--- src/rtl/irq_dio_pkg.sv ---
`timescale 1ns/1ps
package irq_dio_pkg;
   // selector codes carried in port_addr[7:2]
   localparam logic [5:0] SEL_DOUT_CLR = 6'd2;
   localparam logic [5:0] SEL_DOUT_SET = 6'd3;
   localparam logic [5:0] SEL_IRQ_CLR  = 6'd6;
   localparam logic [5:0] SEL_SS_LOAD  = 6'd7;
   localparam logic [5:0] SEL_OUT_RB   = 6'd10;
   localparam logic [5:0] SEL_INHIBIT  = 6'd14;
   localparam logic [5:0] SEL_IRQ_RD   = 6'd23;

   localparam logic [1:0] DIR_WRITE = 2'b10;
   localparam logic [1:0] DIR_READ  = 2'b11;

   typedef struct packed {
      logic dout_clr;
      logic dout_set;
      logic irq_clr;
      logic ss_load;
      logic inhibit_wr;
      logic rd_out;
      logic rd_irq;
   } port_strb_t;
endpackage

--- src/rtl/port_decode.sv ---
`timescale 1ns/1ps
module port_decode
   import irq_dio_pkg::*;
#(
   parameter int ADDR_W = 9
) (
   input  logic [ADDR_W-1:0] addr,
   input  logic              wr_en,
   input  logic              rd_en,
   output port_strb_t        strb
);
   logic [5:0] sel;
   logic       is_wr;
   logic       is_rd;

   always_comb begin
      sel   = addr[7:2];
      is_wr = wr_en && (addr[1:0] == DIR_WRITE);
      is_rd = rd_en && (addr[1:0] == DIR_READ);
      strb.dout_clr   = is_wr && (sel == SEL_DOUT_CLR);
      strb.dout_set   = is_wr && (sel == SEL_DOUT_SET);
      strb.irq_clr    = is_wr && (sel == SEL_IRQ_CLR);
      strb.ss_load    = is_wr && (sel == SEL_SS_LOAD);
      strb.inhibit_wr = is_wr && (sel == SEL_INHIBIT);
      strb.rd_out     = is_rd && (sel == SEL_OUT_RB);
      strb.rd_irq     = is_rd && (sel == SEL_IRQ_RD);
   end
endmodule

--- src/rtl/irq_capture.sv ---
`timescale 1ns/1ps
module irq_capture #(
   parameter int N           = 12,
   parameter bit EDGE_DETECT = 1'b1
) (
   input  logic         clk,
   input  logic         rst_n,
   input  logic [N-1:0] lines,
   output logic [N-1:0] hits
);
   generate
      if (EDGE_DETECT) begin : g_edge
         logic [N-1:0] prev_q;
         always_ff @(posedge clk or negedge rst_n) begin
            if (!rst_n) prev_q <= '0;
            else        prev_q <= lines;
         end
         assign hits = lines & ~prev_q;
      end else begin : g_level
         assign hits = lines;
      end
   endgenerate
endmodule

--- src/rtl/set_clr_reg.sv ---
`timescale 1ns/1ps
module set_clr_reg #(
   parameter int W = 8
) (
   input  logic         clk,
   input  logic         rst_n,
   input  logic         set_en,
   input  logic [W-1:0] set_bits,
   input  logic         clr_en,
   input  logic [W-1:0] clr_bits,
   output logic [W-1:0] q
);
   logic [W-1:0] set_m;
   logic [W-1:0] clr_m;

   assign set_m = set_en ? set_bits : '0;
   assign clr_m = clr_en ? clr_bits : '0;

   // set has priority over clear for the same bit
   always_ff @(posedge clk or negedge rst_n) begin
      if (!rst_n) q <= '0;
      else        q <= (q & ~clr_m) | set_m;
   end
endmodule

--- src/rtl/irq_dio_bank.sv ---
`timescale 1ns/1ps
module irq_dio_bank
   import irq_dio_pkg::*;
#(
   parameter int NUM_IRQ     = 12,
   parameter int ADDR_W      = 9,
   parameter int DATA_W      = 26,
   parameter int SS_W        = 15,
   parameter int DOUT_W      = 8,
   parameter bit EDGE_DETECT = 1'b1
) (
   input  logic              clk,
   input  logic              rst_n,
   input  logic [NUM_IRQ-1:0] irq_in,
   input  logic [ADDR_W-1:0] port_addr,
   input  logic              wr_en,
   input  logic              rd_en,
   input  logic [DATA_W-1:0] wr_data,
   output logic [DATA_W-1:0] rd_data,
   output logic              irq_req,
   output logic [DOUT_W-1:0] dout
);
   localparam int RB_W = SS_W + DOUT_W;

   generate
      if (RB_W > DATA_W) begin : g_bad_rb
         $error("switch-selector plus discrete width exceeds data width");
      end
      if (NUM_IRQ > DATA_W) begin : g_bad_irq
         $error("interrupt count exceeds data width");
      end
      if (ADDR_W < 8) begin : g_bad_addr
         $error("address field must cover bits 0 to 7");
      end
   endgenerate

   port_strb_t         strb;
   logic [NUM_IRQ-1:0] hits;
   logic [NUM_IRQ-1:0] lat_q;
   logic [NUM_IRQ-1:0] inhib_q;
   logic [SS_W-1:0]    ss_q;
   logic [DOUT_W-1:0]  dout_q;

   port_decode #(.ADDR_W(ADDR_W)) u_dec (
      .addr  (port_addr),
      .wr_en (wr_en),
      .rd_en (rd_en),
      .strb  (strb)
   );

   irq_capture #(.N(NUM_IRQ), .EDGE_DETECT(EDGE_DETECT)) u_cap (
      .clk   (clk),
      .rst_n (rst_n),
      .lines (irq_in),
      .hits  (hits)
   );

   set_clr_reg #(.W(NUM_IRQ)) u_lat (
      .clk      (clk),
      .rst_n    (rst_n),
      .set_en   (1'b1),
      .set_bits (hits),
      .clr_en   (strb.irq_clr),
      .clr_bits (wr_data[NUM_IRQ-1:0]),
      .q        (lat_q)
   );

   set_clr_reg #(.W(DOUT_W)) u_dout (
      .clk      (clk),
      .rst_n    (rst_n),
      .set_en   (strb.dout_set),
      .set_bits (wr_data[DOUT_W-1:0]),
      .clr_en   (strb.dout_clr),
      .clr_bits (wr_data[DOUT_W-1:0]),
      .q        (dout_q)
   );

   always_ff @(posedge clk or negedge rst_n) begin
      if (!rst_n) begin
         inhib_q <= '0;
         ss_q    <= '0;
      end else begin
         if (strb.inhibit_wr) inhib_q <= wr_data[NUM_IRQ-1:0];
         if (strb.ss_load)    ss_q    <= wr_data[SS_W-1:0];
      end
   end

   always_comb begin
      rd_data = '0;
      if (strb.rd_irq)      rd_data[NUM_IRQ-1:0] = lat_q;
      else if (strb.rd_out) rd_data[RB_W-1:0]    = {dout_q, ss_q};
   end

   assign irq_req = |(lat_q & ~inhib_q);
   assign dout    = dout_q;
endmodule

--- config.mk ---
export PLATFORM = sky130hd
export DESIGN_NAME = irq_dio_bank
export DESIGN_NICKNAME = d
export VERILOG_FILES = /design/src/rtl/irq_dio_pkg.sv /design/src/rtl/port_decode.sv /design/src/rtl/irq_capture.sv /design/src/rtl/set_clr_reg.sv /design/src/rtl/irq_dio_bank.sv
export SDC_FILE = /design/constraint.sdc
export NUM_CORES = 1
export LEC_CHECK = 0
export BUFFER_PORTS_ARGS = -buffer_cell sky130_fd_sc_hd__buf_2
export CORE_MARGIN = 5
export CORE_UTILIZATION = 51
export CTS_CLUSTER_SIZE = 10
export DETAILED_ROUTE_END_ITERATION = 12
export PLACE_DENSITY = 0.8
export SETUP_SLACK_MARGIN = 0.1
export SLEW_MARGIN = 40
export SYNTH_ARGS = -nofsm -noshare
export SYNTH_HDL_FRONTEND = slang
export SYNTH_HIERARCHICAL = 1
export SYNTH_SLANG_ARGS = --single-unit
export TNS_END_PERCENT = 1
--- constraint.sdc ---
create_clock -name clk -period 2.1 [get_ports clk]
set_input_delay 0.21 -clock clk [delete_from_list [all_inputs] [get_ports clk]]
set_output_delay 0.21 -clock clk [all_outputs]
set_load 0.05 [all_outputs]
==> reports/results.txt <==
CTS Buffer Depth: 2
number of inserted diodes: 0
Vias/cell: 5.20
Clock Latency Late Sink: 0.34 ns
antenna violations before repair: 0
PortBufs: 70
setup ws final: 0.0177 ns
Cells after Synth: 216
gpl congestion: 0.810
Tmin final: 2.08 ns
Sequential Area: 0.00148 sq mm
mapped cell area: 0.00275 sq mm
drt total wl: 6440 microns
Final Max Slew Viols: 0
DRC Markers: 0
power per cell area: 667 mW/mm^2
dpl cell area: 0.00325 sq mm
Final Hold Vio Count: 0
flop-to-flop setup slack: 1.32 ns
mux cell area share after synthesis: 11.2%
Ports: 86
number of global-route vias before repair: 2213
Synth Area in XOR/XNOR: 0%
Compound-Gate Fraction of Synth Area: 11.6%
setup violators final: 0
Avg Cell Area, Syn: 12.7 sq um
final worst-path cycle share: 99.2%
Multi-input gate area: 0.00121 sq mm
drt wl/cell: 16.5 microns
Post-layout nets: 367
Cell Rows: 26
drt pass-1 iters: 4
WS Path Type: in -> out
largest net degree at the start of global routing: 60
Post-synth EDFFs: 0
adder-cell share of the synthesized area: 0%
CTS tree: yes
final setup TNS: 0 ns
ANT nets after route: 0
unrepaired setup endpoints after global routing: true
die width: 83.5 microns
chip height: 83.5 microns
Max Cap Viol: 0
f_max: 0.480 GHz
CTS Buf Count: 9
synth unique cells: 30
WP data required: 1.89 ns
Synth area leaders: dfrtp_1 54%, a22o_1 9.2%, nor2b_4 6.0%
overall routing resource usage: 19.4%
# Post-CTS Setup Buffers: 0
Root Buffer: clkbuf_8
worst reg2reg endpoint: inhib_q[10]
first-pass GRT wire length: 10700 microns
CP Launch Type: input port
worst-path fanout max: 5
asr flop ratio synth: 100%
Reg2Reg Depth: 1
commonest non-fill, non-tap cell in the layout: dfrtp_1
most frequent cells in the layout: 59 x dfrtp_1, 47 x buf_2, 28 x a22o_1
Clock transition at path regs: 0.06 ns
main combinational cell family by area after synthesis: simple AND/OR/NAND/NOR gates
gr ovfl total: 0
Fillers: 350
post-DP HPWL: 4420 microns
Peak VDD IR: 0.485 mV
Final Core Density: 72.0%
flops & latches, synth: 59
status: finished, final reports clean
htree depth: 3
die area: 0.00696 sq mm
number of DRC markers in iteration 0: 66
Worst Setup End Kind: output port
clock sinks: 59
Initial Util: 53.2%
Seq/Total Area, Yosys: 53.7%
Max transition margin: 51.2%
reg2reg start: inhib_q[10]
layout cells sized above 1: 45.6%
vias post-DR: 2028
Placed Cells: 363
post-synth top area cell: dfrtp_1
final instance count without filler cells: 390
pre-CTS WS: -0.132 ns
clock skew: 0.00521 ns
Core Footprint: 0.00517 sq mm
Area Growth Syn to Fin: 35.3%
Final Instance Area: 0.00372 sq mm
Top FF cell, synth: dfrtp_1
Synth Area in Simple Gates: 18.7%
Crit path arrival time: 1.87 ns
Worst Hold Class: in -> async
Least-Margin Pin Slew: 0.731 ns
top-area cell type share of the netlist area: 53.7%
P_leak: 1.81 nW
Yosys warning count: 6
[final cells by class]
cell class / instances / area share (%)
Clock inverter: 2 / 0.941
Multi-Input combinational cell: 143 / 32.4
Tap cell: 70 / 2.35
Sequential cell: 59 / 39.7
Timing Repair Buffer: 99 / 19.9
Inverter: 4 / 0.403
Clock buffer: 13 / 4.27
[cell usage after synthesis (3+ instances only)]
| cell type | count |
|---|---|
| a2111oi_1 | 3 |
| a22o_1 | 29 |
| and2_1 | 11 |
| buf_2 | 4 |
| buf_4 | 4 |
| buf_6 | 5 |
| dfrtp_1 | 59 |
| inv_1 | 4 |
| mux2_2 | 12 |
| mux2_4 | 10 |
| nand2_1 | 27 |
| nor2b_1 | 9 |
| nor2b_4 | 12 |
| o21ai_0 | 5 |
[power by group]
group	internal (mW)	switching, mW	total [mW]
logic	0.107	0.129	0.235
registers	1.19	0.0312	1.22
clock network	0.605	0.426	1.03
[flip-flops by register name, summed over array words and instances, names as in the netlist]
| signal | flops |
|---|---|
| u_cap/g_edge.prev_q | 12 |
| u_dout/q | 8 |
| u_lat/q | 12 |
| ss_q | 15 |
| inhib_q | 12 |
[how the worst max path moves through the flow]
| stage | start | endpoint | slack [ns] | cells past startpoint |
|---|---|---|---|---|
| floorplan | port_addr[2] | rd_data[1] | -0.02 | 5 |
| global placement | port_addr[2] | rd_data[8] | -0.07 | 7 |
| detailed placement | port_addr[2] | rd_data[22] | -0.13 | 7 |
| CTS | port_addr[2] | rd_data[22] | 0.02 | 7 |
| global route | port_addr[2] | rd_data[16] | -0.04 | 7 |
| finish | port_addr[2] | rd_data[16] | 0.02 | 7 |
[layer usage]
metal / wire length (microns) / GRT usage [%] / vias up
li1: - / - / 948
met1: 2850 / 24.5 / 1000
met2: 3040 / 31.2 / 67
met3: 431 / 5.82 / 13
met4: 123 / 8.04 / 0
met5: 0 / 0 / -
[metrics by stage]
| stage | power (mW) | hold slack, ns |
|---|---|---|
| final | 2.48 | 0.0129 |
| after global routing | 2.57 | 0.0807 |
| after CTS | 2.50 | 0.0278 |
| after detailed placement | 1.45 | 0.333 |
| after global placement | 1.44 | 0.334 |
| after floorplan | 1.35 | -0.0856 |
[critical path, cell delays in order]
cell and delay (ns):
buf_6 0.09, or4b_4 0.54, nor4b_4 0.29, nor2b_4 0.24, buf_4 0.17, and2_1 0.15, buf_6 0.17
[cells by family after synthesis]
family,count (synthesis)
DFF,59
AOI/OAI and AO/OA,38
buffers and inverters,18
and+or+nand+nor,75
other,2
muxes,24
[timing repair]
item	CTS	global route
gates resized for setup	30	19
hold buffers	12	0
endpoints found under the setup margin	21	23
hold endpoints to repair	12	0
Power figures use the tool's default switching activity.
